--- config.mk ---
export PLATFORM = sky130hd
export DESIGN_NAME = smt_commit_sel
export DESIGN_NICKNAME = d
export VERILOG_FILES = /design/src/rtl/smt_sel_pkg.sv /design/src/rtl/smt_qualify.sv /design/src/rtl/smt_rr_list.sv /design/src/rtl/smt_oldest_pick.sv /design/src/rtl/smt_commit_sel.sv
export SDC_FILE = /design/constraint.sdc
export NUM_CORES = 1
export LEC_CHECK = 0
export BUFFER_PORTS_ARGS = -buffer_cell sky130_fd_sc_hd__buf_2
export CORE_MARGIN = 3
export CORE_UTILIZATION = 54
export DETAILED_ROUTE_END_ITERATION = 8
export PLACE_DENSITY = 0.94
export SLEW_MARGIN = 20
export SYNTH_ARGS = -nofsm -noshare
export SYNTH_HDL_FRONTEND = slang
export SYNTH_HIERARCHICAL = 1
export SYNTH_SLANG_ARGS = --single-unit
--- constraint.sdc ---
create_clock -name clk -period 16.7 [get_ports clk]
set_input_delay 3.34 -clock clk [delete_from_list [all_inputs] [get_ports clk]]
set_output_delay 3.34 -clock clk [all_outputs]
set_load 0.01 [all_outputs]
--- src/rtl/smt_sel_pkg.sv ---
package smt_sel_pkg;

  localparam int ST_W = 3;

  typedef enum logic [ST_W-1:0] {
    TS_IDLE       = 3'd0,
    TS_RUN        = 3'd1,
    TS_SQUASH     = 3'd2,
    TS_TRAP_WAIT  = 3'd3,
    TS_FTRAP_WAIT = 3'd4
  } thr_state_e;

  typedef enum logic [1:0] {
    POL_RR     = 2'd0,
    POL_OLDEST = 2'd1,
    POL_GREEDY = 2'd2,
    POL_SPARE  = 2'd3
  } pol_e;

  function automatic logic st_can_commit(input logic [ST_W-1:0] s);
    return (s == TS_IDLE) || (s == TS_RUN) || (s == TS_FTRAP_WAIT);
  endfunction

endpackage

--- src/rtl/smt_qualify.sv ---
module smt_qualify
  import smt_sel_pkg::*;
#(
  parameter int NT = 4
) (
  input  logic [ST_W*NT-1:0] thr_status,
  input  logic [NT-1:0]      rob_empty,
  input  logic [NT-1:0]      head_ready,
  output logic [NT-1:0]      qual
);

  generate
    if (NT == 1) begin : g_single
      // A lone thread is offered on state alone.
      assign qual[0] = st_can_commit(thr_status[ST_W-1:0]);
    end else begin : g_multi
      for (genvar t = 0; t < NT; t++) begin : g_thr
        assign qual[t] = st_can_commit(thr_status[t*ST_W +: ST_W])
                         && !rob_empty[t] && head_ready[t];
      end
    end
  endgenerate

endmodule

--- src/rtl/smt_rr_list.sv ---
module smt_rr_list #(
  parameter int NT    = 4,
  parameter int TID_W = 2
) (
  input  logic             clk,
  input  logic             rst_n,
  input  logic [NT-1:0]    qual,
  input  logic             advance,
  output logic             pick_valid,
  output logic [TID_W-1:0] pick_tid
);

  logic [TID_W-1:0] order_q [NT];
  logic [TID_W-1:0] order_d [NT];
  int               hit_pos;
  logic             hit;

  // First qualifying entry, scanning from the front of the list.
  always_comb begin
    hit     = 1'b0;
    hit_pos = 0;
    for (int p = 0; p < NT; p++) begin
      if (!hit && qual[order_q[p]]) begin
        hit     = 1'b1;
        hit_pos = p;
      end
    end
    pick_valid = hit;
    pick_tid   = hit ? order_q[hit_pos] : '0;
  end

  // Winner to the tail, the entries behind it close the gap.
  always_comb begin
    for (int p = 0; p < NT - 1; p++) begin
      order_d[p] = (p >= hit_pos) ? order_q[p+1] : order_q[p];
    end
    order_d[NT-1] = order_q[hit_pos];
  end

  always_ff @(posedge clk) begin
    if (!rst_n) begin
      for (int p = 0; p < NT; p++) order_q[p] <= TID_W'(p);
    end else if (advance && hit) begin
      for (int p = 0; p < NT; p++) order_q[p] <= order_d[p];
    end
  end

endmodule

--- src/rtl/smt_oldest_pick.sv ---
module smt_oldest_pick #(
  parameter int NT    = 4,
  parameter int SEQ_W = 16,
  parameter int TID_W = 2
) (
  input  logic [NT-1:0]       qual,
  input  logic [SEQ_W*NT-1:0] head_seq,
  output logic                pick_valid,
  output logic [TID_W-1:0]    pick_tid
);

  logic [SEQ_W-1:0] best_seq;
  logic             found;

  // Strict less-than keeps the lower index on equal sequence numbers.
  always_comb begin
    found    = 1'b0;
    best_seq = '0;
    pick_tid = '0;
    for (int t = 0; t < NT; t++) begin
      if (qual[t] && (!found || head_seq[t*SEQ_W +: SEQ_W] < best_seq)) begin
        found    = 1'b1;
        best_seq = head_seq[t*SEQ_W +: SEQ_W];
        pick_tid = TID_W'(t);
      end
    end
    pick_valid = found;
  end

endmodule

--- src/rtl/smt_commit_sel.sv ---
module smt_commit_sel
  import smt_sel_pkg::*;
#(
  parameter  int NT    = 4,
  parameter  int SEQ_W = 16,
  localparam int TID_W = (NT > 1) ? $clog2(NT) : 1
) (
  input  logic                clk,
  input  logic                rst_n,
  input  logic [1:0]          policy,
  input  logic [ST_W*NT-1:0]  thr_status,
  input  logic [NT-1:0]       rob_empty,
  input  logic [NT-1:0]       head_ready,
  input  logic [SEQ_W*NT-1:0] head_seq,
  output logic                sel_valid,
  output logic [TID_W-1:0]    sel_tid,
  input  logic                sel_ready
);

  logic [NT-1:0] qual;

  smt_qualify #(.NT(NT)) u_qual (
    .thr_status (thr_status),
    .rob_empty  (rob_empty),
    .head_ready (head_ready),
    .qual       (qual)
  );

  generate
    if (NT == 1) begin : g_one
      assign sel_valid = qual[0];
      assign sel_tid   = '0;
    end else begin : g_many
      logic             rr_valid, old_valid, rr_mode, rr_take;
      logic [TID_W-1:0] rr_tid, old_tid;

      assign rr_mode = (policy == POL_RR);
      assign rr_take = rr_mode && sel_ready;

      smt_rr_list #(.NT(NT), .TID_W(TID_W)) u_rr (
        .clk        (clk),
        .rst_n      (rst_n),
        .qual       (qual),
        .advance    (rr_take),
        .pick_valid (rr_valid),
        .pick_tid   (rr_tid)
      );

      smt_oldest_pick #(.NT(NT), .SEQ_W(SEQ_W), .TID_W(TID_W)) u_old (
        .qual       (qual),
        .head_seq   (head_seq),
        .pick_valid (old_valid),
        .pick_tid   (old_tid)
      );

      assign sel_valid = rr_mode ? rr_valid : old_valid;
      assign sel_tid   = rr_mode ? rr_tid   : old_tid;
    end
  endgenerate

endmodule

* After elaboration in Yosys (flattened, before gate mapping)
Memory sizes are Yosys's and may differ from the RTL's.
Cells that the tools add are included.
** Storage, ports and cells
- Register bits after elaboration :: 0
- Bits in latches :: 0
- Memory bits (writable) :: 8
- ROM bits :: 0
- Logic and storage cells :: 104
- Memories kept :: 1
** Memories
- g_many.u_rr.order_q :: words 4, width 2, read ports 5, clocked after memory_dff 0, wr ports 4, line smt_rr_list.sv:13 : logic [TID_W-1:0] order_q [NT];
** Operators by class
- Add/subtract/negate cells :: 0
- Multiply operators :: 0
- Div/mod/pow operators :: 0
- Order comparisons :: 10
- Eq/ne operators :: 8
- Shift operators :: 0
- Multiplexer cells :: 39
- Bitwise gates (word level) :: 4
- Reductions and logical operators :: 42
** Operators with widths (number)
- 16-bit < comparator :: 3
- 16-bit two-way mux :: 3
- 2-bit two-way mux :: 13
- 1-bit two-way mux :: 19
- 1-bit logical AND :: 16
- 3-bit by 1-bit equality test with 1-bit output (second input constant) :: 4
- 3-bit equality test (second input constant) :: 4
- 3-bit zero test :: 4
- 2-bit by 3-bit < comparator with 1-bit output (second input constant) :: 4
- 1-bit logical OR :: 11
- 1-bit zero test :: 10
- 1-bit binary-select mux with 2-bit select :: 4
- 1-bit by 2-bit >= comparator with 1-bit output (first input constant) :: 2
- 1-bit OR :: 4
- 2-bit >= comparator (first input constant) :: 1
- 2-bit zero test :: 1

* Depth between registers and ports, before layout
Gate-level depths: netlist of the first run.
- Word-level depth :: 22
- Depth in mapped cells :: 32
- Gate-level depth less buffers :: 28

* Modules after synthesis
The synthesis of the first run kept the hierarchy.
** By module, submodules not included
- smt_oldest_pick :: instances 1, cells each 226, area each 1619.1 um^2, seq. area each 0.0 um^2
- smt_rr_list :: instances 1, cells each 51, area each 575.6 um^2, seq. area each 240.2 um^2
- smt_qualify :: instances 1, cells each 8, area each 75.1 um^2, seq. area each 0.0 um^2
- smt_commit_sel :: instances 1, cells each 5, area each 62.6 um^2, seq. area each 0.0 um^2

* Worst setup path after synthesis of the first run
Ideal clock, no wire load.
- Path kind :: in2out
- Start :: input port thr_status[2]
- End :: output port sel_tid[0]
- Arrival :: 9.383 ns
- Required time :: 13.360 ns
- Setup slack :: 3.977 ns
- Stages :: 30
- Cells stage by stage :: a2111oi_2 -> buf_4 -> clkbuf_1 -> nand2_1 -> ha_1 -> a21o_1 -> a221o_1 -> a22oi_2 -> a21bo_2 -> nand2_1 -> buf_2 -> a21oi_1 -> inv_1 -> ha_1 -> o21ai_2 -> or4_1 -> nand2b_1 -> and3_1 -> inv_1 -> o21ai_4 -> buf_6 -> mux2i_1 -> ha_1 -> nand3_1 -> o211ai_1 -> or4_1 -> a211oi_1 -> o21ai_0 -> o221ai_1 -> mux2_4
** On the way
- Elaborated cells on any way between the ends :: 52
- Classes of those cells :: 3 x order compare; 2 x eq/ne; 26 x mux; 20 x reduce/logical; 1 x memory
** RTL lines
- from (decl) :: line smt_commit_sel.sv:11 : input logic [ST_W*NT-1:0] thr_status,
- 3-bit by 1-bit equality test with 1-bit output / 3-bit zero test (equally long branches) :: line smt_sel_pkg.sv:21 : return (s == TS_IDLE) || (s == TS_RUN) || (s == TS_FTRAP_WAIT);
- 1-bit logical OR :: line smt_sel_pkg.sv:21
- 1-bit logical OR (*) :: line smt_sel_pkg.sv:21
- 1-bit logical AND (*) (2 in series) :: line smt_qualify.sv:19 : && !rob_empty[t] && head_ready[t];
- 16-bit two-way mux / 1-bit two-way mux (equally long branches) :: line smt_oldest_pick.sv:21 : if (qual[t] && (!found || head_seq[t*SEQ_W +: SEQ_W] < best_seq)) begin
- 16-bit < comparator / 1-bit zero test (equally long branches) :: line smt_oldest_pick.sv:21
- 1-bit logical OR :: line smt_oldest_pick.sv:21
- 1-bit logical AND :: line smt_oldest_pick.sv:21
- [3 not listed]
- 1-bit logical AND :: line smt_oldest_pick.sv:21
- 16-bit two-way mux / 1-bit two-way mux (equally long branches) :: line smt_oldest_pick.sv:21
- 16-bit < comparator / 1-bit zero test (equally long branches) :: line smt_oldest_pick.sv:21
- 1-bit logical OR :: line smt_oldest_pick.sv:21
- 1-bit logical AND :: line smt_oldest_pick.sv:21
- 2-bit two-way mux (*) :: line smt_oldest_pick.sv:21
- named net g_many.old_tid[0] :: line smt_commit_sel.sv:35 : logic [TID_W-1:0] rr_tid, old_tid;
- 2-bit two-way mux (*) :: line smt_commit_sel.sv:57 : assign sel_tid = rr_mode ? rr_tid : old_tid;
- to (decl) :: line smt_commit_sel.sv:16 : output logic [TID_W-1:0] sel_tid,
Mark *: on every way through the listed nets, which the timed path passes. The rest lies on a longest branch. The select of a mux whose other input is x is not followed.

* Worst setup path after layout of the first run
- Start :: input port thr_status[2]
- End :: output port sel_tid[0]
** On the way
- Elaborated cells on any way between the ends :: 52
- Classes of those cells :: 3 x order compare; 2 x eq/ne; 26 x mux; 20 x reduce/logical; 1 x memory
** RTL lines
- 3-bit by 1-bit equality test with 1-bit output / 3-bit zero test (equally long branches) :: line smt_sel_pkg.sv:21
- 1-bit logical OR :: line smt_sel_pkg.sv:21
- 1-bit logical OR (*) :: line smt_sel_pkg.sv:21
- 1-bit logical AND (*) (2 in series) :: line smt_qualify.sv:19
- named net qual[0] :: line smt_commit_sel.sv:20 : logic [NT-1:0] qual;
- 16-bit two-way mux / 1-bit two-way mux (equally long branches) :: line smt_oldest_pick.sv:21
- 16-bit < comparator / 1-bit zero test (equally long branches) :: line smt_oldest_pick.sv:21
- 1-bit logical OR :: line smt_oldest_pick.sv:21
- [4 not listed]
- 1-bit logical AND :: line smt_oldest_pick.sv:21
- 16-bit two-way mux / 1-bit two-way mux (equally long branches) :: line smt_oldest_pick.sv:21
- 16-bit < comparator / 1-bit zero test (equally long branches) :: line smt_oldest_pick.sv:21
- 1-bit logical OR :: line smt_oldest_pick.sv:21
- 1-bit logical AND :: line smt_oldest_pick.sv:21
- 2-bit two-way mux (*) :: line smt_oldest_pick.sv:21
- named net g_many.old_tid[0] :: line smt_commit_sel.sv:35
- 2-bit two-way mux (*) :: line smt_commit_sel.sv:57
Marked as above.

==> impl_metrics.yaml, run 1 <==
grt:
  grt_antenna_before_repair: 0
  grt_first_pass_wirelength_um: 11000
  via_count_of_the_first_global_routing_pass: 2532
  grt-ovfl-total: 0
  largest_net_degree_at_the_start_of_global_routing: 43
  grt_usage: 0.261
cells_and_area:
  layout-drive-gt1-share: 0.310
  fin_area_um2: 2870
  biggestRegsByFlops: "g_many.u_rr/order_q x8"
  synthToLayoutAreaGrowth_pct: 23.0
  n_antenna_cell: 0
  largest_reg_flops: 8
  max_flop_register: "g_many.u_rr/order_q"
  finish.net_count: 514
clock_tree:
  gates_resized_cts_repair: 0
  cts_sinks: 8
  clkLatencyLatePin_ns: 0.23
  tritoncts: "done"
  hold_buffers: 0
  cts_setup_buffers: 0
  clock_tree.buffer_depth: 2
  cts.clk_slew.worst_paths_ns: 0.04
  htreeDepth: 1
  clock_tree_root: "clkbuf_8"
  numCtsBuffers: 3
worst_setup_path:
  criticalPathCategory: "in2out"
  critical_path.max_stage_delay_ns: 0.55
  reg2reg_setup_slack_ns: 14.62
  timing.critical_path.to_type: "primary output"
  arrival_ns: 10.25
  crit-reg2reg-capture: "g_many.u_rr/order_q[1][1]"
  timing.rr.start: "g_many.u_rr/order_q[0][0]"
  timing.critical_path.slowest_stage_cell: "o21ai_4"
  worstPathRequired_ns: 13.36
  worst_setup_path_startpoint: "thr_status[2]"
  critical_path.startpoint_type: "input pin"
  max_fanout_on_critical_path: 42
  worst-r2r-cell-count: 4
hold_path:
  holdCritStartpoint: "g_many.u_rr/order_q[1][1]"
  whs_path_depth: 1
  holdPathEnd: "g_many.u_rr/order_q[0][1]"
  hp-class: "reg2reg"
synthesis:
  synth_edf_count: 8
  synth_area_per_cell_um2: 8.04
  async_reset_ff_frac: 0
  synth_flop_cell: "edfxtp_1"
  syn_nets: 424
  syn-instance-count: 290
  netlist.top_cell.by_area: "ha_1"
  syn-cell-area_um2: 2330
  synth.area.top_cells: "ha_1 24%, edfxtp_1 10%, a21oi_1 7.1%"
  synth_warnings: 6
  netlist-cell-type-count: 48
  netlist.area_leader.share: 0.241
  ys_seq_elements: 8
  synth_seq_area_share: 0.103
timing:
  layout_setup_ws_ns: 3.11
  timing.max_slew.rel_slack: 0.477
  whs_ns: 0.599
  fmaxAchievable_mhz: 73.6
  finalCriticalPeriod_ns: 13.59
  grt_setup_unrepaired: "false"
  final.setup_skew_ns: 0.00195
  drv_slew: 0
  period_share: 0.814
  finalSetupViolations: 0
  number_of_hold_violations_in_the_final_report: 0
  worst-slew-pin-transition_ns: 0.783
  finalSetupTns_ns: 0
route:
  drc: 0
  routed_wirelength_um: 6700
  routed_via_density: 6.09
  drt_first_pass_iters: 4
  routedWlPerCell_um: 15.7
  drt_first_iter_violations: 122
  route.antenna.remaining_nets: 0
  num_vias: 2605
floorplanning:
  die_height_um: 71.7
  die_area_um2: 5140
  die_w_um: 71.7
  start_util: 0.571
  io_pins: 92
  std_cell_rows: 23
  core-area_um2: 4090
placed_design:
  detailed_place_hpwl_um: 5640
  gpl.final_weighted_congestion: 0.896
  port-buffer-count: 91
  postPlaceCellArea_um2: 2830
  place_ws_ns: 3.18
power_and_ir_drop:
  vdd.ir_drop.worst_mv: 0.0241
  power.static_leakage_nw: 1.19
  powerDensity_nw_per_um2: 35.8
  post-layout-total-power_w: 0.000103
run:
  number_of_maximum_capacitance_violations: 0
outcome:
  outcome: "finished clean"
-- power breakdown --
| group | switching [W] | internal (W) |
|---|---|---|
| clock | 0.00000789 | 0.0000156 |
| combinational | 0.0000299 | 0.0000261 |
| sequential | 0.000000520 | 0.0000228 |
| total | 0.0000383 | 0.0000645 |
-- cells by family after synthesis --
kind of cell               count (synthesis)  share of synthesized area
AOI/OAI and AO/OA                         88                      0.258
adders and majority gates                 45                      0.241
buffers and inverters                     30                     0.0569
DFF                                        8                      0.103
muxes                                     23                      0.127
and+or+nand+nor                           96                      0.214
-- worst max-delay path, delay by kind of cell --
family          cells  cell delay [ns]
simple gates        7             1.87
mux                 2             0.47
fa+ha+maj           3             0.90
compound gates     12             2.84
buf+inv             5             0.80
-- synth_stat cells (2+ instances only) --
cell type	count
a2111oi_0	3
a2111oi_2	4
a211oi_1	2
a21oi_1	33
a31oi_1	17
and2_1	7
and3_1	2
buf_6	2
clkbuf_1	4
edfxtp_1	8
ha_1	45
inv_1	22
mux2_4	3
mux2i_1	16
mux4_2	4
nand2_1	36
nand2b_1	7
nand3_1	5
nand4_1	6
nor2_1	10
nor3_1	5
nor4_1	4
o211ai_1	2
o21ai_0	10
o21ai_1	4
o21ai_2	2
or2_1	3
or3b_1	2
or4_1	3
-- per-stage QoR --
stage / utilization / std cells
4_1_cts: 0.702 / 428
3_3_place_gp: 0.692 / 425
6_report: 0.702 / 428
3_5_place_dp: 0.692 / 425
2_1_floorplan: - / 290
5_1_grt: 0.702 / 428
-- worst max path at each step --
stage | to | cells past startpoint
2_1_floorplan | sel_tid[0] | 30
3_3_place_gp | sel_tid[0] | 29
3_5_place_dp | sel_tid[0] | 27
4_1_cts | sel_tid[0] | 27
5_1_grt | sel_tid[0] | 29
6_report | sel_tid[0] | 29
-- layout by cell type, fill, tap and decap left out, types with 4 or more instances in the layout --
master    netlist  routed
mux4_2          4       4
nand2b_1        7       7
o21ai_0        10      10
buf_2           1      91
nand2_1        36      36
o21ai_1         4       4
a31oi_1        17      17
edfxtp_1        8       8
and2_1          7       7
nor2_1         10      10
nor4_1          4       4
inv_1          22      22
mux2i_1        16      16
nand3_1         5       5
nand4_1         6       6
nor3_1          5       5
ha_1           45      45
a21oi_1        33      33
-- metal layers --
| metal | GRT usage | routed length [µm] | vias to the layer above |
|---|---|---|---|
| li1 | - | - | 1305 |
| met3 | 0.0365 | 402 | 10 |
| met1 | 0.327 | 2800 | 1188 |
| met5 | 0 | 0 | - |
| met2 | 0.471 | 3410 | 102 |
| met4 | 0.0585 | 85 | 0 |
-- final cells by class --
cell class                 instances  area (µm²)
inverter                          22        82.6
tap                               50        62.6
timing repair buffer              93         470
sequential                         8         240
fill                             331        1220
multi-input combinational        252        1970
clock buffer                       3        41.3
(Power assumes the default switching activity.)
==> inputs of run 2 (changes only) <==
--- a/config.mk
+++ b/config.mk
@@ -5,11 +5,12 @@
 export SDC_FILE = /design/constraint.sdc
 export NUM_CORES = 1
 export LEC_CHECK = 0
+export ABC_AREA = 1
 export BUFFER_PORTS_ARGS = -buffer_cell sky130_fd_sc_hd__buf_2
 export CORE_MARGIN = 3
-export CORE_UTILIZATION = 54
+export CORE_UTILIZATION = 45
 export DETAILED_ROUTE_END_ITERATION = 8
-export PLACE_DENSITY = 0.94
+export PLACE_DENSITY = 0.85
 export SLEW_MARGIN = 20
 export SYNTH_ARGS = -nofsm -noshare
 export SYNTH_HDL_FRONTEND = slang
==> constraint.sdc (replaced) <==
create_clock -name clk -period 11.4 [get_ports clk]
set_input_delay 2.28 -clock clk [delete_from_list [all_inputs] [get_ports clk]]
set_output_delay 2.28 -clock clk [all_outputs]
set_load 0.01 [all_outputs]
==> impl_metrics.yaml, run 2 <==
power_and_ir_drop:
  power.static_leakage_nw: 1.54
  power_frac_clock: 0.206
  power.share.switching: 0.391
  seq_power_share: 0.221
  internal_power_w: 0.0000959
  power.share.combinational: 0.573
  p_switching_w: 0.0000616
  vdd.ir_drop.worst_mv: 0.0692
  powerDensity_nw_per_um2: 56.9
timing:
  worst-slew-pin-transition_ns: 0.868
  timing.max_slew.rel_slack: 0.421
  number_of_hold_violations_in_the_final_report: 0
  finalSetupTns_ns: 0
  grt_setup_unrepaired: "false"
  finalCriticalPeriod_ns: 10.16
  drv_slew: 0
  fmaxAchievable_mhz: 98.4
  period_share: 0.891
  finalSetupViolations: 0
  whs_ns: 0.626
  final.setup_skew_ns: 0.00125
hold_path:
  hp-class: "reg2reg"
  whs_path_depth: 2
  holdCritStartpoint: "g_many.u_rr/order_q[3][1]"
  holdPathEnd: "g_many.u_rr/order_q[2][1]"
worst_setup_path:
  worstPathRequired_ns: 9.12
  crit_family: "simple AND/OR/NAND/NOR gates"
  critical_path.n_buffers_inverters: 2
  arrival_ns: 7.88
  reg2reg_setup_slack_ns: 9.71
  critical_path.startpoint_type: "input pin"
  timing.rr.start: "g_many.u_rr/order_q[0][0]"
  worst_path_most_repeated_cell: "nand2_1"
  timing.critical_path.slowest_stage_cell: "nor2_2"
  criticalPathCategory: "in2out"
  critical_path.max_stage_delay_ns: 0.66
  max_fanout_on_critical_path: 33
  crit-reg2reg-capture: "g_many.u_rr/order_q[2][0]"
  worst-r2r-cell-count: 6
  timing.critical_path.to_type: "primary output"
synthesis:
  synth_warnings: 6
  netlist-cell-type-count: 30
  netlist.area_leader.share: 0.253
  synth_edf_count: 8
  synth_top_cells_by_count: "131 x nand2_1, 45 x ha_1, 37 x o21ai_0"
  syn_nets: 494
  synth.area.top_cells: "ha_1 25%, nand2_1 22%, edfxtp_1 11%"
  async_reset_ff_frac: 0
  synth_area_per_cell_um2: 6.18
  synth.most_common_cell: "nand2_1"
  synth_seq_area_share: 0.108
  syn-instance-count: 360
  synth_flop_cell: "edfxtp_1"
  netlist.top_cell.by_area: "ha_1"
  ys_seq_elements: 8
  syn-cell-area_um2: 2230
route:
  num_vias: 2616
  routedWlPerCell_um: 12.1
  drc: 0
  routed_via_density: 5.12
  drt_first_iter_violations: 80
  routed_wirelength_um: 6200
  drt_first_pass_iters: 4
  route.antenna.remaining_nets: 0
cells_and_area:
  layout_commonest_cell: "nand2_1"
  largest_reg_flops: 8
  biggestRegsByFlops: "g_many.u_rr/order_q x8"
  finish.net_count: 582
  layout.cells.most_common_list: "131 x nand2_1, 91 x buf_2, 45 x ha_1, 37 x o21ai_0, 22 x inv_1"
  max_flop_register: "g_many.u_rr/order_q"
  n_antenna_cell: 0
  layout-drive-gt1-share: 0.280
  synthToLayoutAreaGrowth_pct: 24.5
floorplanning:
  io_pins: 92
  core-area_um2: 4560
  start_util: 0.488
  die_area_um2: 5830
  die_height_um: 76.3
  std_cell_rows: 24
  die_w_um: 76.3
clock_tree:
  cts_sinks: 8
  hold_buffers: 0
  tritoncts: "done"
  htreeDepth: 1
  clock_tree.buffer_depth: 2
  clock_tree_root: "clkbuf_8"
  numCtsBuffers: 3
  cts.clk_slew.worst_paths_ns: 0.04
  clkLatencyLatePin_ns: 0.22
  gates_resized_cts_repair: 0
  cts_setup_buffers: 0
outcome:
  outcome: "finished clean"
run:
  number_of_maximum_capacitance_violations: 0
grt:
  grt-ovfl-total: 0
  grt_usage: 0.215
  grt_first_pass_wirelength_um: 10800
  largest_net_degree_at_the_start_of_global_routing: 34
  grt_antenna_before_repair: 0
  via_count_of_the_first_global_routing_pass: 2606
placed_design:
  gpl.final_weighted_congestion: 0.876
  port-buffer-count: 91
  detailed_place_hpwl_um: 5490
## run 2: worst max path at each step
stage                     slack, ns     startpoint  cells after the start          to
after floorplan                2.29  thr_status[1]                     39  sel_tid[1]
after global placement         1.57  thr_status[1]                     35  sel_tid[1]
after detailed placement       1.29  thr_status[1]                     35  sel_tid[1]
after CTS                      1.29  thr_status[1]                     35  sel_tid[0]
after global routing           0.58  thr_status[1]                     35  sel_tid[1]
final                          1.24  thr_status[1]                     35  sel_tid[1]
## run 2: cell type report
cell class | count | area, µm²
multi-input combinational | 313 | 1830
fill | 465 | 1790
timing repair buffer | 91 | 455
sequential | 8 | 240
inverter | 31 | 119
tap | 65 | 81.3
clock buffer | 3 | 41.3
## run 2: power groups by stage
| stage | combinational [W] | clock, W | sequential, W |
|---|---|---|---|
| final | 0.0000903 | 0.0000324 | 0.0000348 |
| after global routing | 0.000105 | 0.0000361 | 0.0000349 |
| after CTS | 0.0000902 | 0.0000337 | 0.0000347 |
| after detailed placement | 0.0000898 | 0 | 0.0000352 |
| after global placement | 0.0000866 | 0 | 0.0000351 |
| after floorplan | 0.0000582 | 0 | 0.0000348 |
## run 2: through the flow
step	cell area, µm²	instances	utilization	total power (W)	setup WS, ns
floorplan	2230	360	-	0.0000930	2.29
global placement	2730	508	0.598	0.000122	1.57
detailed placement	2730	508	0.598	0.000125	1.29
CTS	2770	511	0.607	0.000159	1.29
global route	2770	511	0.607	0.000176	0.582
finish	2770	511	0.607	0.000157	1.24
## run 2: cell families (layout without fill, tap and decap cells)
logic type	count (synthesis)	in the layout	synth area share
AO/OA/AOI/OAI	69	69	0.170
AND/OR/NAND/NOR	199	199	0.400
adder cells (fa/ha/maj)	45	45	0.253
buffers and inverters	39	125	0.0686
flip-flops	8	8	0.108
## run 2: worst min-delay path, delay by kind of cell, from the launching register on
family,cells,cell delay [ns]
flip-flops,1,0.37
buffers and inverters,1,0.08
AND/OR/NAND/NOR,1,0.07
## run 2: layer usage
metal  up-vias  global-route usage  part of all wire
li1       1381                   -                 -
met1      1140               0.259              0.42
met2        80               0.407              0.51
met3        15              0.0189             0.057
met4         0              0.0489             0.017
met5         -                   0                 0
==> inputs of run 3 (changes only) <==
--- a/config.mk
+++ b/config.mk
@@ -6,11 +6,11 @@
 export NUM_CORES = 1
 export LEC_CHECK = 0
 export ABC_AREA = 1
-export BUFFER_PORTS_ARGS = -buffer_cell sky130_fd_sc_hd__buf_2
 export CORE_MARGIN = 3
-export CORE_UTILIZATION = 45
+export CORE_UTILIZATION = 59
 export DETAILED_ROUTE_END_ITERATION = 8
-export PLACE_DENSITY = 0.85
+export DONT_BUFFER_PORTS = 1
+export PLACE_DENSITY = 0.84
 export SLEW_MARGIN = 20
 export SYNTH_ARGS = -nofsm -noshare
 export SYNTH_HDL_FRONTEND = slang
==> impl_metrics.yaml, run 3 (synthesized netlist as in run 2, its figures left out) <==
outcome:
  outcome: "finished clean"
cells_and_area:
  largest_reg_flops: 8
  layout.cells.most_common_list: "131 x nand2_1, 45 x ha_1, 37 x o21ai_0, 22 x inv_1, 21 x a21oi_1"
  max_flop_register: "g_many.u_rr/order_q"
  biggestRegsByFlops: "g_many.u_rr/order_q x8"
  finish.net_count: 491
  fillCellCount: 321
  layout_commonest_cell: "nand2_1"
  layout-drive-gt1-share: 0.0958
  n_antenna_cell: 0
  synthToLayoutAreaGrowth_pct: 2.92
  stdcell_count: 401
floorplanning:
  die_area_um2: 4550
  die_height_um: 67.4
  start_util: 0.637
  die_w_um: 67.4
  io_pins: 92
  std_cell_rows: 21
  core-area_um2: 3490
power_and_ir_drop:
  powerDensity_nw_per_um2: 60.1
  post-layout-total-power_w: 0.000138
  power.static_leakage_nw: 1.18
  vdd.ir_drop.worst_mv: 0.0666
worst_setup_path:
  reg2reg_setup_slack_ns: 9.76
  max_fanout_on_critical_path: 33
  worst_path_most_repeated_cell: "nand2_1"
  worstPathRequired_ns: 9.12
  critical_path.max_stage_delay_ns: 0.63
  timing.critical_path.slowest_stage_cell: "nor2_2"
  arrival_ns: 7.55
  timing.critical_path.to_type: "primary output"
  critical_path.startpoint_type: "input pin"
  criticalPathCategory: "in2out"
grt:
  grt-ovfl-total: 0
  grt_first_pass_wirelength_um: 8380
  via_count_of_the_first_global_routing_pass: 2023
  largest_net_degree_at_the_start_of_global_routing: 34
  grt_usage: 0.237
  grt_antenna_before_repair: 0
timing:
  drv_slew: 0
  number_of_hold_violations_in_the_final_report: 0
  period_share: 0.863
  grt_setup_unrepaired: "false"
  finalSetupTns_ns: 0
  timing.max_slew.rel_slack: 0.444
  finalSetupViolations: 0
  fmaxAchievable_mhz: 102
  worst-slew-pin-transition_ns: 0.834
  finalCriticalPeriod_ns: 9.83
  final.setup_skew_ns: 0.00171
placed_design:
  port-buffer-count: 0
  gpl.final_weighted_congestion: 0.915
  detailed_place_hpwl_um: 4680
  placed_cells_incl_taps: 398
clock_tree:
  tritoncts: "done"
  htreeDepth: 1
  numCtsBuffers: 3
  gates_resized_cts_repair: 0
  clock_tree_root: "clkbuf_8"
  clock_tree.buffer_depth: 2
  clkLatencyLatePin_ns: 0.23
  cts_setup_buffers: 0
  cts_sinks: 8
  cts.clk_slew.worst_paths_ns: 0.04
  hold_buffers: 0
route:
  drt_first_iter_violations: 68
  route.antenna.remaining_nets: 0
  routedWlPerCell_um: 13.1
  drc: 0
  num_vias: 2205
  routed_wirelength_um: 5240
  drt_first_pass_iters: 4
  routed_via_density: 5.50
run:
  number_of_maximum_capacitance_violations: 0
hold_path:
  hp-class: "reg2reg"
run 3: cell types whose count changed in the layout (fill, tap and decap cells not counted), sizes merged:
cell / before / now
buf: 91 / 0
run 3: path summary, 6_finish.rpt:
check,from,end,cells after the start
worst max-delay path,thr_status[1],sel_tid[1],33
worst min-delay path,g_many.u_rr/order_q[3][1],g_many.u_rr/order_q[2][1],2
worst max register to register,g_many.u_rr/order_q[0][0],g_many.u_rr/order_q[2][0],6
worst min register to register,g_many.u_rr/order_q[3][1],g_many.u_rr/order_q[2][1],2
run 3: worst max-delay path: cells and delay by family:
kind            cells  cell delay, ns
compound gates     11            2.08
fa+ha+maj           3            0.94
simple gates       19            2.23
run 3: cell type report:
class	instances	area, µm²	area share
flip-flops and latches	8	240	0.105
clock buffers	3	41.3	0.0180
multi-input cells	313	1830	0.800
well taps	46	57.6	0.0251
inverters	31	119	0.0519
run 3: layer usage:
layer / global-route usage / up-vias / part of all wire
met3: 0.0566 / 6 / 0.074
met4: 0.0861 / 0 / 0.012
met5: 0 / - / 0
li1: - / 1206 / -
met2: 0.428 / 56 / 0.50
met1: 0.268 / 937 / 0.41
run 3: power breakdown:
part	total (W)	internal (W)	switching (W)
combinational	0.0000698	0.0000281	0.0000416
sequential	0.0000347	0.0000337	0.00000103
clock	0.0000332	0.0000228	0.0000104
run 3: metrics by stage:
| step | cell area [µm²] | hold WS (ns) | utilization | worst slack, ns |
|---|---|---|---|---|
| finish | 2290 | 0.633 | 0.656 | 1.57 |
| global route | 2290 | 0.673 | 0.656 | 0.879 |
| CTS | 2290 | 0.627 | 0.656 | 1.51 |
| detailed placement | 2250 | 0.617 | 0.644 | 1.53 |
| global placement | 2250 | 0.617 | 0.644 | 1.71 |
| floorplan | 2230 | 0.545 | - | 2.29 |
